[config.mk]
export PLATFORM = sky130hd
export DESIGN_NAME = irq_prio_ctrl
export DESIGN_NICKNAME = d
export VERILOG_FILES = /design/src/rtl/irq_prio_pkg.sv /design/src/rtl/irq_ext_pin.sv /design/src/rtl/irq_prio_arb.sv /design/src/rtl/irq_prio_ctrl.sv
export SDC_FILE = /design/constraint.sdc
export NUM_CORES = 1
export LEC_CHECK = 0
export ABC_CLOCK_PERIOD_IN_PS = 9000
export BUFFER_PORTS_ARGS = -buffer_cell sky130_fd_sc_hd__buf_4
export CAP_MARGIN = 20
export CELL_PAD_IN_SITES_DETAIL_PLACEMENT = 0
export CELL_PAD_IN_SITES_GLOBAL_PLACEMENT = 1
export CORE_MARGIN = 4
export CORE_UTILIZATION = 39
export DETAILED_ROUTE_END_ITERATION = 10
export PLACE_DENSITY = 0.85
export SETUP_SLACK_MARGIN = 0.5
export SLEW_MARGIN = 30
export SYNTH_ARGS = -nofsm -noshare
export SYNTH_HDL_FRONTEND = slang
export SYNTH_SLANG_ARGS = --single-unit
[constraint.sdc]
create_clock -name clk_i -period 9 [get_ports clk_i]
set_input_delay 0.45 -clock clk_i [delete_from_list [all_inputs] [get_ports clk_i]]
set_output_delay 0.45 -clock clk_i [all_outputs]
set_load 0.01 [all_outputs]
[src/rtl/irq_prio_pkg.sv]
package irq_prio_pkg;
  localparam int unsigned NMI_N  = 4;
  localparam int unsigned PER_N  = 5;
  localparam int unsigned EXT_N  = 2;
  localparam int unsigned MSK_N  = EXT_N + PER_N;
  localparam int unsigned NSRC   = NMI_N + MSK_N;
  localparam int unsigned IDX_W  = $clog2(NSRC);
  localparam int unsigned LVL_W  = 2;
  localparam int unsigned REG_W  = MSK_N * LVL_W + 2 * EXT_N;
  localparam int unsigned EN_BIT = MSK_N * LVL_W;

  typedef logic [LVL_W-1:0] lvl_t;
  typedef logic [IDX_W-1:0] idx_t;

  localparam lvl_t LVL_NMI = 2'd3;

  function automatic lvl_t clamp_lvl(input lvl_t f);
    return (f == 2'd3) ? 2'd2 : f;
  endfunction
endpackage

[src/rtl/irq_ext_pin.sv]
module irq_ext_pin #(
  parameter int unsigned SYNC_STAGES = 2
) (
  input  logic clk_i,
  input  logic rst_ni,
  input  logic pin_ni,
  input  logic en_i,
  input  logic edge_mode_i,
  input  logic clr_i,
  output logic req_o
);
  logic [SYNC_STAGES-1:0] sync_q;
  logic prev_q, latch_q, pin_low, fall;

  always_ff @(posedge clk_i or negedge rst_ni) begin
    if (!rst_ni) begin
      sync_q <= '1;
      prev_q <= 1'b1;
    end else begin
      sync_q <= {sync_q[SYNC_STAGES-2:0], pin_ni};
      prev_q <= sync_q[SYNC_STAGES-1];
    end
  end

  assign pin_low = ~sync_q[SYNC_STAGES-1];
  assign fall    = prev_q & pin_low;

  // a new edge takes precedence over a same-cycle clear
  always_ff @(posedge clk_i or negedge rst_ni) begin
    if (!rst_ni)                   latch_q <= 1'b0;
    else if (!en_i || !edge_mode_i) latch_q <= 1'b0;
    else if (fall)                 latch_q <= 1'b1;
    else if (clr_i)                latch_q <= 1'b0;
  end

  // hide a latch being acknowledged so the next winner shows at once
  assign req_o = en_i & (edge_mode_i ? (latch_q & ~clr_i) : pin_low);
endmodule

[src/rtl/irq_prio_arb.sv]
module irq_prio_arb
  import irq_prio_pkg::*;
#(
  parameter int unsigned N = NSRC
) (
  input  logic [N-1:0] req_i,
  input  lvl_t [N-1:0] lvl_i,
  input  lvl_t         mask_i,
  output logic         valid_o,
  output idx_t         idx_o,
  output lvl_t         lvl_o
);
  always_comb begin
    valid_o = 1'b0;
    idx_o   = '0;
    lvl_o   = '0;
    // ascending scan with strict compare keeps the lower index on a tie
    for (int i = 0; i < N; i++) begin
      if (req_i[i] && (lvl_i[i] >= mask_i || lvl_i[i] == LVL_NMI)) begin
        if (!valid_o || lvl_i[i] > lvl_o) begin
          valid_o = 1'b1;
          idx_o   = idx_t'(i);
          lvl_o   = lvl_i[i];
        end
      end
    end
  end
endmodule

[src/rtl/irq_prio_ctrl.sv]
module irq_prio_ctrl
  import irq_prio_pkg::*;
(
  input  logic             clk_i,
  input  logic             rst_ni,
  input  logic             reg_we_i,
  input  logic [REG_W-1:0] reg_wdata_i,
  output logic [REG_W-1:0] reg_rdata_o,
  input  logic [1:0]       mask_i,
  input  logic [NMI_N-1:0] nmi_req_i,
  input  logic [PER_N-1:0] per_req_i,
  input  logic [PER_N-1:0] per_en_i,
  input  logic             irqa_ni,
  input  logic             irqb_ni,
  input  logic             ack_i,
  output logic             req_valid_o,
  output logic [IDX_W-1:0] req_idx_o,
  output logic [1:0]       req_lvl_o
);
  logic [REG_W-1:0] cfg_q;
  logic [EXT_N-1:0] ext_pin_n, ext_req;
  logic [NSRC-1:0]  src_req;
  lvl_t [NSRC-1:0]  src_lvl;
  logic             arb_valid;
  idx_t             arb_idx;
  lvl_t             arb_lvl;

  always_ff @(posedge clk_i or negedge rst_ni) begin
    if (!rst_ni)       cfg_q <= '0;
    else if (reg_we_i) cfg_q <= reg_wdata_i;
  end
  assign reg_rdata_o = cfg_q;

  assign ext_pin_n = {irqb_ni, irqa_ni};

  for (genvar e = 0; e < EXT_N; e++) begin : g_ext
    logic clr;
    assign clr = ack_i & req_valid_o & (req_idx_o == idx_t'(NMI_N + e));
    irq_ext_pin #(.SYNC_STAGES(2)) i_pin (
      .clk_i      (clk_i),
      .rst_ni     (rst_ni),
      .pin_ni     (ext_pin_n[e]),
      .en_i       (cfg_q[EN_BIT + 2*e]),
      .edge_mode_i(cfg_q[EN_BIT + 2*e + 1]),
      .clr_i      (clr),
      .req_o      (ext_req[e])
    );
  end

  for (genvar s = 0; s < NSRC; s++) begin : g_src
    if (s < NMI_N) begin : g_nmi
      assign src_req[s] = nmi_req_i[s];
      assign src_lvl[s] = LVL_NMI;
    end else begin : g_msk
      localparam int unsigned K = s - NMI_N;
      assign src_lvl[s] = clamp_lvl(cfg_q[LVL_W*K +: LVL_W]);
      if (K < EXT_N) begin : g_x
        assign src_req[s] = ext_req[K];
      end else begin : g_p
        assign src_req[s] = per_req_i[K-EXT_N] & per_en_i[K-EXT_N];
      end
    end
  end

  irq_prio_arb #(.N(NSRC)) i_arb (
    .req_i  (src_req),
    .lvl_i  (src_lvl),
    .mask_i (mask_i),
    .valid_o(arb_valid),
    .idx_o  (arb_idx),
    .lvl_o  (arb_lvl)
  );

  always_ff @(posedge clk_i or negedge rst_ni) begin
    if (!rst_ni) begin
      req_valid_o <= 1'b0;
      req_idx_o   <= '0;
      req_lvl_o   <= '0;
    end else begin
      req_valid_o <= arb_valid;
      req_idx_o   <= arb_idx;
      req_lvl_o   <= arb_lvl;
    end
  end
endmodule

* Word-level counts from Yosys, hierarchy flattened *
Cells that the tools add are included.

cells by class
  $lt $le $gt $ge = 17
  equal/unequal tests = 16
  mux-type cells = 77
  bitwise gates (word level) = 18
  reductions and logical operators = 42

operator list
  kind                                                  count
  2-to-1 mux 4 bit                                      19
  2-to-1 mux 2 bit                                      28
  2-to-1 mux 1 bit                                      30
  equality test 2 bit (second input constant)           14
  logical OR 1 bit                                      19
  AND 1 bit                                             14
  >= comparator 2 bit                                   7
  greater-than comparator 2 bit                         7
  logical NOT 1 bit                                     14
  equality test 4 x 3 -> 1 bit (second input constant)  2
  logical AND 1 bit                                     7
  greater-than comparator 2 bit (first input constant)  3
  nonzero test 3 bit                                    2
  NOT 1 bit                                             4

word-level totals
  bits in registers = 33
  input bits = 40
  output and inout bits = 25
  logic and storage cells = 180

* Depth between registers and ports, before layout *
Gate-level depths: netlist of the first run.

  depth after elaboration = 41
  mapped depth = 47
  gate-level depth less buffers = 47

* Hierarchy *
From an unflattened synthesis of the first run, not the netlist that was laid out.

unflattened totals
  cell total of the unflattened synthesis = 299
  area, all modules = 2850.2 sq um

modules (own cells, without submodules)
  module         instances  cells an instance  area an instance (sq um)  sequential area each (sq um)
  irq_prio_arb   1          210                1547.7                    0.0
  irq_prio_ctrl  1          69                 1027.2                    625.6
  irq_ext_pin    2          10                 137.6                     103.8

* Worst setup path after synthesis of the first run *
Ideal clock, no wire load.

  kind = reg-to-reg
  start = register cfg_q[1], in the netlist reg_rdata_o[1]
  end = register req_lvl_o[0]
  library setup time = 0.119 ns
  arrival = 7.688 ns
  data required time = 8.881 ns
  setup slack = 1.193 ns
  stages on the path, launching flop included = 44
  buffers on the path = 0
  clock period less this slack = 7.807 ns
  cells stage by stage = dfrtp_1 > inv_1 > nand2_1 > ha_1 > nand2b_1 > a21oi_2 > nor3_4 > a31o_1 > ha_1 > nor2_1 > o21ai_0 > a2111oi_0 > o21ai_0 > inv_1 > ha_1 > nor2_1 > nor2_1 > o311ai_1 > [... 8 more ...] > ha_1 > nor2_1 > maj3_1 > o21a_1 > a211oi_2 > o21bai_1 > ha_1 > inv_1 > a21oi_1 > a21oi_1 > o21ai_1 > o21ai_0 > o22a_1 > ha_1 > a21oi_1 > o21ai_1 > o22ai_1 > o21ba_1

between the ends
  longest elaborated chain between the ends = 30
  elaborated cells on any way between the ends = 52
  classes of those cells = order compare: 8; eq/ne: 2; mux: 27; reduce/logical: 15

ends and longest elaborated chain
  element                                                             line                                    source
  start, declared                                                     irq_prio_ctrl.sv:20                     logic [REG_W-1:0] cfg_q;
  start signal, assigned                                              irq_prio_ctrl.sv:30                     else if (reg_we_i) cfg_q <= reg_wdata_i;
  equality test 2 bit                                                 irq_prio_pkg.sv:18                      return (f == 2'd3) ? 2'd2 : f;
  2-to-1 mux 2 bit *                                                  irq_prio_pkg.sv:18
  greater-than comparator 2 bit, or another cell as far along         irq_prio_arb.sv:20                      if (!valid_o || lvl_i[i] > lvl_o) begin
  logical OR 1 bit, on equally long branches                          irq_prio_arb.sv:20, irq_prio_arb.sv:19
  2-to-1 mux 2 bit, or another cell as far along                      irq_prio_arb.sv:20
  2-to-1 mux 2 bit or 2-to-1 mux 1 bit (tied branches)                irq_prio_arb.sv:19                      if (req_i[i] && (lvl_i[i] >= mask_i || lvl_i[i] == LVL_NMI)) begin
  greater-than comparator 2 bit or logical NOT 1 bit (tied branches)  irq_prio_arb.sv:20
  logical OR 1 bit                                                    irq_prio_arb.sv:20
  [... 15 more ...]                                                   -
  logical OR 1 bit                                                    irq_prio_arb.sv:20
  2-to-1 mux 2 bit or 2-to-1 mux 1 bit (tied branches)                irq_prio_arb.sv:20
  2-to-1 mux 2 bit or 2-to-1 mux 1 bit (tied branches)                irq_prio_arb.sv:19
  greater-than comparator 2 bit or logical NOT 1 bit (tied branches)  irq_prio_arb.sv:20
  logical OR 1 bit                                                    irq_prio_arb.sv:20
  2-to-1 mux 2 bit                                                    irq_prio_arb.sv:20
  2-to-1 mux 2 bit *                                                  irq_prio_arb.sv:19
  net arb_lvl[0]                                                      irq_prio_ctrl.sv:26                     lvl_t arb_lvl;
  end signal, assigned                                                irq_prio_ctrl.sv:82                     req_lvl_o <= arb_lvl;
  end, declared                                                       irq_prio_ctrl.sv:18                     output logic [1:0] req_lvl_o

The timed path passes the listed nets; every way through them passes the cells marked *.
A chain may end at the register's enable or synchronous reset.

* Final worst setup path of the first run *
Same ends and word-level chain as after synthesis.

==> results of run 1 <==
worst max-delay path: cells and delay by family (launching register included):
kind / cells / cell delay [ns]
adders and majority gates: 9 / 2.33
DFF: 1 / 0.41
muxes: 1 / 0.32
AOI/OAI and AO/OA: 20 / 3.54
buffers and inverters: 4 / 0.25
and+or+nand+nor: 10 / 1.14
per-layer routing:
metal  vias up  wire length, um  track usage, %
li1        962                -               -
met4         0               76            4.32
met3        10              257            3.04
met5         -                0               0
met2        49             2790            27.3
met1       929             2440            19.4
power breakdown:
part / switching (mW) / internal [mW] / total [mW]
Clock: 0.0565 / 0.0605 / 0.117
Combinational: 0.0583 / 0.0621 / 0.120
Sequential: 0.0143 / 0.162 / 0.177
stage by stage:
step / std cells / setup slack [ns] / power (mW) / hold slack (ns)
floorplan: 229 / 1.19 / 0.244 / 0.154
global placement: 352 / 0.537 / 0.288 / 0.347
detailed placement: 352 / 0.269 / 0.291 / 0.348
CTS: 360 / 0.507 / 0.412 / 0.110
global route: 368 / 0.404 / 0.441 / 0.131
finish: 368 / 0.958 / 0.414 / 0.102
flip-flops by register name, summed over array words and instances, names as in the netlist:
name                 count
reg_rdata_o             18
g_ext.i_pin.sync_q       4
req_idx_o                4
g_ext.i_pin.latch_q      2
g_ext.i_pin.prev_q       2
req_lvl_o                2
req_valid_o              1
kinds of logic (layout without fill, tap and decap cells):
group	after synthesis	in the layout	share of synthesized area, %
and+or+nand+nor	69	69	18.1
AOI/OAI and AO/OA	61	61	18.7
DFF	33	33	36.5
buffers and inverters	25	92	5.10
adders and majority gates	24	24	13.0
muxes	17	17	8.55
placed cells by master, fill, tap and decap left out, types with 3 or more instances in the layout:
cell	count
o211ai_1	6
nor2b_1	3
o21ai_2	4
o21ai_0	7
o21bai_1	3
dfstp_2	6
dfrtp_1	26
nor2_1	14
nand3_1	3
ha_1	22
mux2_2	16
nand2_1	16
buf_4	74
a21oi_1	12
inv_1	10
nand2b_1	10
o21ai_1	7
clkbuf_8	6
timing repair:
action,4_1_cts,5_1_grt
setup buffers,1,8
pin swaps,1,9
cloned,0,0
resized for setup,4,11
setup endpoints to repair,6,6
final timing paths:
path                                           from                        to  slack (ns)  cells past startpoint
min in group clk_i                          irqb_ni  g_ext[1].i_pin.sync_q[0]        0.27                      1
min                                          rst_ni              req_idx_o[0]        0.10                      1
min reg2reg                g_ext[1].i_pin.sync_q[0]  g_ext[1].i_pin.sync_q[1]        0.36                      0
max in group asynchronous                    rst_ni  g_ext[0].i_pin.sync_q[1]        8.56                      1
max                                  reg_rdata_o[1]              req_lvl_o[0]        0.96                     44
max reg2reg                          reg_rdata_o[1]              req_lvl_o[0]        0.96                     44
area by class of cell:
type                            count  area [um2]  area share (%)
Multi-Input combinational cell    171        1370            45.9
Sequential cell                    33         835            28.0
Timing Repair Buffer               74         556            18.6
Tap cell                           72        90.1            3.02
Clock buffer                        6        82.6            2.77
Inverter                           11        41.3            1.39
Clock inverter                      1        7.51           0.252
==> impl_metrics.tcl, run 1 <==
set metrics [dict create \
    status "finished, final reports clean" \
    cts_root_buf "clkbuf_8" \
    io_pins 65 \
    routed_via_density 5.30 \
    layout-drive-gt1-share_pct 42.9 \
    slew_violations 0 \
    synthArstFlopShare_pct 100 \
    max-slew-margin-rel_pct 58.6 \
    ant_nets 0 \
    worst_pin_slew_ns 0.616 \
    fill_cells 557 \
    hold_buffers 0 \
    cts_buffers 5 \
    hp-class "input pin to asynchronous set/reset pin" \
    area_growth_pct 30.5 \
    synth_fp_nets 291 \
    drt_iter0_markers 77 \
    end_kind "register" \
    vdd_ir_drop_max_uv 65.3 \
    layout.nets 358 \
    grt_pass1_wl_um 9050 \
    synth_edf_count 0 \
    ys.flop_type "dfrtp_1" \
    ys_warn_count 0 \
    clk_pin_slew_ns 0.08 \
    syn-mean-instance-area_um2 9.97 \
    die_area_mm2 0.00714 \
    p_per_area_mw_per_mm2 139 \
    fmax_mhz 124 \
    numPortBuffers 64 \
    final_area_mm2 0.00298 \
    finalSetupViolCount 0 \
    final_core_util_pct 53.1 \
    start_util_pct 40.7 \
    cp_common_cell "ha_1" \
    overflow 0 \
    crit_slowest_cell "dfrtp_2" \
    syn_inst 229 \
    tns_ns 0 \
    htree_num_levels 2 \
    core_area_mm2 0.00561 \
    gp_routability_congestion 0.752 \
    synth_seq_cells 33 \
    dpl_cell_area_mm2 0.00279 \
    ys_top_cells_by_count "dfrtp_1 (27), ha_1 (22), mux2_2 (16), nand2_1 (16), nor2_1 (15)" \
    synth_area_mm2 0.00228 \
    cts_buffer_depth 2 \
    synth_top_area_share_pct 29.6 \
    rsz0062_at_grt "no" \
    dr_total_vias 1950 \
    cts_tree "done" \
    min_period_ns 8.04 \
    cpPeakStageDelay_ns 0.41 \
    yosys.area.top_type "dfrtp_1" \
    finalCritPeriodShare_pct 89.4 \
    wl_per_cell_um 15.1 \
    first_pass_iters 4 \
    timing.final.hold_violations 0 \
    dp_hpwl_um 4070 \
    worstPathMaxFanout 5 \
    antenna_cells 0 \
    required_ns 9.23 \
    wl_um 5570 \
    worstPathArrival_ns 8.27 \
    synth_area_leaders "dfrtp_1 (30%), ha_1 (12%), mux2_2 (7.9%), dfstp_2 (6.9%), a21oi_1 (3.1%)" \
    synth_most_common_cell "dfrtp_1" \
    insertion_delay_ns 0.29 \
    p_leak_nw 1.35 \
    max_cap_violations 0 \
    grt_usage_pct 15.6 \
    seq_area_frac_synth_pct 36.5 \
    dieHeight_um 84.5 \
    clock_sinks 33 \
    worstSetupPathType "register to register" \
    start_kind "register" \
    grt_pass1_vias 1901 \
    ys_types 55 \
    antenna_found_initial 0 \
    grt_start_max_net_pins 34 \
    skew_ns 0.00987 \
    fp.dieW_um 84.5 \
    row_count 27 \
    route.detailed.drc 0 \
]
No activity file was read; power rests on OpenSTA's default activity.
==> inputs of run 2 (changes only) <==
--- a/config.mk
+++ b/config.mk
@@ -5,15 +5,16 @@
 export SDC_FILE = /design/constraint.sdc
 export NUM_CORES = 1
 export LEC_CHECK = 0
-export ABC_CLOCK_PERIOD_IN_PS = 9000
+export ABC_AREA = 1
+export ABC_CLOCK_PERIOD_IN_PS = 7100
 export BUFFER_PORTS_ARGS = -buffer_cell sky130_fd_sc_hd__buf_4
 export CAP_MARGIN = 20
 export CELL_PAD_IN_SITES_DETAIL_PLACEMENT = 0
 export CELL_PAD_IN_SITES_GLOBAL_PLACEMENT = 1
 export CORE_MARGIN = 4
-export CORE_UTILIZATION = 39
+export CORE_UTILIZATION = 34
 export DETAILED_ROUTE_END_ITERATION = 10
-export PLACE_DENSITY = 0.85
+export PLACE_DENSITY = 0.82
 export SETUP_SLACK_MARGIN = 0.5
 export SLEW_MARGIN = 30
 export SYNTH_ARGS = -nofsm -noshare
==> constraint.sdc (replaced) <==
create_clock -name clk_i -period 7.1 [get_ports clk_i]
set_input_delay 0.355 -clock clk_i [delete_from_list [all_inputs] [get_ports clk_i]]
set_output_delay 0.355 -clock clk_i [all_outputs]
set_load 0.01 [all_outputs]
==> impl_metrics.tcl, run 2 <==
set metrics [dict create \
    status "finished, final reports clean" \
    gp_routability_congestion 0.841 \
    worst_pin_slew_ns 0.455 \
    max_cap_violations 0 \
    clk_pin_slew_ns 0.08 \
    reg2regPathDepth 53 \
    numPlacedInstances 425 \
    multi_input_area_mm2 0.00137 \
    route.detailed.drc 0 \
    start_util_pct 34.9 \
    dpl_cell_area_mm2 0.00288 \
    dr_total_vias 2112 \
    yosys.area.top_type "dfrtp_1" \
    syn_inst 294 \
    cts_buffers 5 \
    synth_edf_count 0 \
    ys.flop_type "dfrtp_1" \
    end_kind "register" \
    row_count 30 \
    max-slew-margin-rel_pct 69.3 \
    layout-drive-gt1-share_pct 48.4 \
    largest_reg_flops 18 \
    fp.dieW_um 91.2 \
    syn-mean-instance-area_um2 8.01 \
    start_kind "register" \
    synth_fp_nets 356 \
    final_core_util_pct 48.0 \
    slew_violations 0 \
    synth_top_area_share_pct 28.7 \
    p_per_area_mw_per_mm2 181 \
    synth_area_mm2 0.00236 \
    ys_types 33 \
    layout_commonest_cell "buf_4" \
    overflow 0 \
    cts_root_buf "clkbuf_8" \
    ys_warn_count 0 \
    cp_common_cell "nand2_2" \
    finalSetupViolCount 0 \
    layout.nets 429 \
    skew_ns 0.0101 \
    grt_start_max_net_pins 34 \
    seq_area_frac_synth_pct 35.4 \
    hp-class "input pin to asynchronous set/reset pin" \
    final_cells 448 \
    final_cell_mix "buf_4 (79), inv_1 (44), nand2_1 (44)" \
    die_area_mm2 0.00833 \
    clock_sinks 33 \
    wl_um 5960 \
    p_leak_nw 1.67 \
    core_area_mm2 0.00676 \
    timing.final.hold_violations 0 \
    ys_top_cells_by_count "nand2_1 (50), inv_1 (48), dfrtp_1 (27), ha_1 (22), nand2_2 (20)" \
    min_period_ns 6.27 \
    antenna_found_initial 0 \
    ant_nets 0 \
    routed_via_density 4.71 \
    io_pins 65 \
    synthArstFlopShare_pct 100 \
    synth_seq_cells 33 \
    cts_tree "done" \
    synth_most_common_cell "nand2_1" \
    grt_usage_pct 14.1 \
    r2r_slack_ns 0.83 \
    worstSetupPathType "register to register" \
    area_growth_pct 37.8 \
    wl_per_cell_um 13.3 \
    grt_pass1_vias 2014 \
    crit_slowest_cell "dfrtp_2" \
    register_area_um2 835 \
    finalCritPeriodShare_pct 88.4 \
    tns_ns 0 \
    rsz0062_at_grt "no" \
    dieHeight_um 91.2 \
    vdd_ir_drop_max_uv 65.2 \
    fill_cells 704 \
    fmax_mhz 159 \
    worstPathMaxFanout 5 \
    drt_iter0_markers 54 \
    required_ns 7.28 \
    final_area_mm2 0.00325 \
    htree_num_levels 2 \
    first_pass_iters 4 \
    cpPeakStageDelay_ns 0.44 \
    grt_pass1_wl_um 9390 \
    finalPower_uw 587 \
    dp_hpwl_um 4350 \
    cts_buffer_depth 2 \
    timing.rr.start "reg_rdata_o[1]" \
    insertion_delay_ns 0.29 \
    worstPathArrival_ns 6.46 \
    numPortBuffers 64 \
    synth_area_leaders "dfrtp_1 (29%), ha_1 (12%), nand2_1 (8.0%), inv_1 (7.6%), dfstp_2 (6.7%)" \
    antenna_cells 0 \
    rr_endpoint "req_lvl_o[0]" \
]
run 2: cell count changes after synthesis, sizes merged, moves of 4 or more:
cell / before / now
mux2: 17 / 5
a21oi: 15 / 11
o21ai: 18 / 27
nand3: 4 / 15
inv: 11 / 56
o211ai: 6 / 2
nor2: 15 / 23
nand2b: 10 / 0
nand2: 16 / 73
run 2: logic make-up after synthesis:
group | share of synthesized area, %
flops | 35.4
buf+inv | 12.0
simple gates | 26.5
compound gates | 12.1
fa+ha+maj | 11.7
mux | 2.39
run 2: cell type report:
class | count | share of cell area (%)
clock buffer | 6 | 2.54
clock inverter | 2 | 1.16
inverter | 57 | 6.63
multi-input combinational | 190 | 42.3
sequential | 33 | 25.7
tap | 80 | 3.08
timing repair buffer | 80 | 18.6
run 2: routing by layer:
layer  up-vias  share of wire [%]  GRT usage, %
met5         -                  0             0
met4         0               0.94          2.26
met3         9                4.6          3.48
met2        49                 51          24.5
met1       985                 44          17.8
li1       1069                  -             -
run 2: critical path: cells and delay by family, from the launching register on:
kind,cells,cell delay [ns]
AND/OR/NAND/NOR,27,2.16
adder cells (fa/ha/maj),7,1.80
AO/OA/AOI/OAI,12,1.34
flip-flops,1,0.44
buffers and inverters,7,0.40
run 2: report_power, final:
group | leakage (nW) | internal (mW) | switching [mW]
clock network | 0.0574 | 0.114 | 0.0770
logic | 1.23 | 0.0816 | 0.0924
registers | 0.387 | 0.206 | 0.0158
run 2: how the worst max path moves through the flow:
stage | from | end | slack (ns)
2_1_floorplan | reg_rdata_o[1] | req_idx_o[2] | 1.02
3_5_place_dp | reg_rdata_o[1] | req_idx_o[2] | 0.50
5_1_grt | reg_rdata_o[1] | req_idx_o[2] | 0.36
3_3_place_gp | mask_i[1] | req_idx_o[2] | 0.70
4_1_cts | reg_rdata_o[1] | req_idx_o[2] | 0.56
6_report | reg_rdata_o[1] | req_lvl_o[0] | 0.83
run 2: what timing repair did:
item,in CTS,in global routing
hold buffers,0,0
endpoints found under the setup margin,1,6
gates resized for setup,1,31
pin swaps,0,27
buffers inserted,0,15
run 2: through the flow:
step | hold slack (ns) | worst slack (ns)
3_5_place_dp | 0.331 | 0.497
6_report | 0.00303 | 0.825
5_1_grt | 0.0319 | 0.361
2_1_floorplan | 0.0594 | 1.02
4_1_cts | 0.0158 | 0.555
3_3_place_gp | 0.334 | 0.697
==> inputs of run 3 (changes only) <==
--- a/config.mk
+++ b/config.mk
@@ -6,15 +6,16 @@
 export NUM_CORES = 1
 export LEC_CHECK = 0
 export ABC_AREA = 1
-export ABC_CLOCK_PERIOD_IN_PS = 7100
+export ABC_CLOCK_PERIOD_IN_PS = 7120
 export BUFFER_PORTS_ARGS = -buffer_cell sky130_fd_sc_hd__buf_4
 export CAP_MARGIN = 20
 export CELL_PAD_IN_SITES_DETAIL_PLACEMENT = 0
 export CELL_PAD_IN_SITES_GLOBAL_PLACEMENT = 1
 export CORE_MARGIN = 4
-export CORE_UTILIZATION = 34
+export CORE_UTILIZATION = 38
 export DETAILED_ROUTE_END_ITERATION = 10
-export PLACE_DENSITY = 0.82
+export HOLD_SLACK_MARGIN = 0.06
+export PLACE_DENSITY = 0.86
 export SETUP_SLACK_MARGIN = 0.5
 export SLEW_MARGIN = 30
 export SYNTH_ARGS = -nofsm -noshare
==> constraint.sdc (replaced) <==
create_clock -name clk_i -period 7.12 [get_ports clk_i]
set_input_delay 0.356 -clock clk_i [delete_from_list [all_inputs] [get_ports clk_i]]
set_output_delay 0.356 -clock clk_i [all_outputs]
set_load 0.01 [all_outputs]
==> impl_metrics.tcl, run 3 (synthesis results as in run 2) <==
set metrics [dict create \
    status "finished, final reports clean" \
    cts_tree "done" \
    top_layer "met4" \
    overflow 0 \
    p_leak_nw 1.62 \
    cts_buffer_depth 2 \
    dpl_cell_area_mm2 0.00287 \
    cp_common_cell "nand2_2" \
    layout_commonest_cell "buf_4" \
    layout.nets 422 \
    timing.final.hold_violations 0 \
    fmax_mhz 161 \
    fp.dieW_um 86.7 \
    wl_per_cell_um 13.2 \
    io_pins 65 \
    clk_pin_slew_ns 0.07 \
    worstPathArrival_ns 6.40 \
    cts_root_buf "clkbuf_8" \
    grt_usage_pct 15.5 \
    slew_violations 0 \
    grt_start_max_net_pins 34 \
    finalSetupViolCount 0 \
    layout-drive-gt1-share_pct 47.4 \
    wl_met2_um 2730 \
    grt_pass1_wl_um 9140 \
    start_util_pct 39.6 \
    insertion_delay_ns 0.29 \
    required_ns 7.30 \
    row_count 28 \
    dr_total_vias 2046 \
    routed_via_density 4.69 \
    worst_pin_slew_ns 0.444 \
    cpPeakStageDelay_ns 0.43 \
    wl_um 5760 \
    antenna_cells 0 \
    fill_cells 603 \
    dieHeight_um 86.7 \
    drt_iter0_markers 72 \
    min_period_ns 6.22 \
    numPlacedInstances 420 \
    clock_sinks 33 \
    dp_hpwl_um 4430 \
    cts_buffers 5 \
    vdd_ir_drop_max_uv 105 \
    rsz0062_at_grt "no" \
    numPortBuffers 64 \
    final_area_mm2 0.00317 \
    grt_pass1_vias 1985 \
    end_kind "register" \
    tns_ns 0 \
    worstSetupPathType "register to register" \
    max-slew-margin-rel_pct 70.0 \
    met1_length_um 2630 \
    multi_input_area_mm2 0.00136 \
    final_cell_mix "buf_4 (72), inv_1 (44), nand2_1 (44)" \
    first_pass_iters 4 \
    core_area_mm2 0.00596 \
    htree_num_levels 2 \
    finalCritPeriodShare_pct 87.4 \
    finalPower_uw 577 \
    area_growth_pct 34.5 \
    final_cells 436 \
    skew_ns 0.00735 \
    antenna_found_initial 0 \
    die_area_mm2 0.00752 \
    worstPathMaxFanout 5 \
    hp-class "input pin to register" \
    route.detailed.drc 0 \
    ant_nets 0 \
    start_kind "register" \
    met3WireLength_um 343 \
    crit_slowest_cell "dfrtp_2" \
    gp_routability_congestion 0.909 \
    p_per_area_mw_per_mm2 182 \
    max_cap_violations 0 \
    largest_reg_flops 18 \
    register_area_um2 835 \
]
[run 3: what timing repair did]
action | 4_1_cts | 5_1_grt
setup buffers | 0 | 7
endpoints found under the hold margin | 27 | 0
pin swaps | 0 | 22
hold buffers | 1 | 0
setup endpoints to repair | 3 | 6
gates resized for setup | 1 | 28
[run 3: power by group]
part | internal, mW | switching [mW] | leakage, nW
registers | 0.205 | 0.0152 | 0.387
clock network | 0.114 | 0.0722 | 0.0585
logic | 0.0791 | 0.0912 | 1.17
total | 0.399 | 0.179 | 1.62
[run 3: final cells by class]
cell class | instances | area share, %
multi-input cells | 190 | 42.9
well taps | 75 | 2.96
clock buffers | 7 | 2.72
inverters | 57 | 6.79
clock inverters | 1 | 0.947
repair buffers | 73 | 17.4
flip-flops and latches | 33 | 26.3
[run 3: worst max-delay path: cells and delay by family, from the launching register on]
kind	cells	cell delay, ns
simple gates	28	2.08
buf+inv	7	0.44
flops	1	0.43
fa+ha+maj	7	1.87
compound gates	11	1.28
[run 3: path summary, 6_finish.rpt]
path | end | slack [ns] | cells past startpoint | from
worst min register to register | g_ext[0].i_pin.sync_q[1] | 0.36 | 0 | g_ext[0].i_pin.sync_q[0]
min in group asynchronous | reg_rdata_o[10] | 0.56 | 2 | rst_ni
max in group asynchronous | g_ext[0].i_pin.sync_q[0] | 6.22 | 2 | rst_ni
worst max-delay path | req_lvl_o[0] | 0.90 | 53 | reg_rdata_o[1]
worst max register to register | req_lvl_o[0] | 0.90 | 53 | reg_rdata_o[1]
worst min-delay path | g_ext[0].i_pin.sync_q[0] | 0.17 | 1 | irqa_ni
[run 3: layer usage]
| layer | global-route usage [%] | vias up |
|---|---|---|
| met5 | 0 | - |
| met4 | 2.55 | 0 |
| met3 | 4.09 | 7 |
| met2 | 26.6 | 53 |
| met1 | 20.0 | 923 |
| li1 | - | 1063 |
[run 3: per-stage QoR]
step / hold WS [ns] / util [%] / setup WS, ns
6_report: 0.174 / 53.2 / 0.899
5_1_grt: 0.159 / 53.2 / 0.443
4_1_cts: 0.168 / 50.3 / 0.522
3_5_place_dp: 0.336 / 48.2 / 0.467
3_3_place_gp: 0.326 / 48.2 / 0.587
2_1_floorplan: 0.0604 / - / 1.04
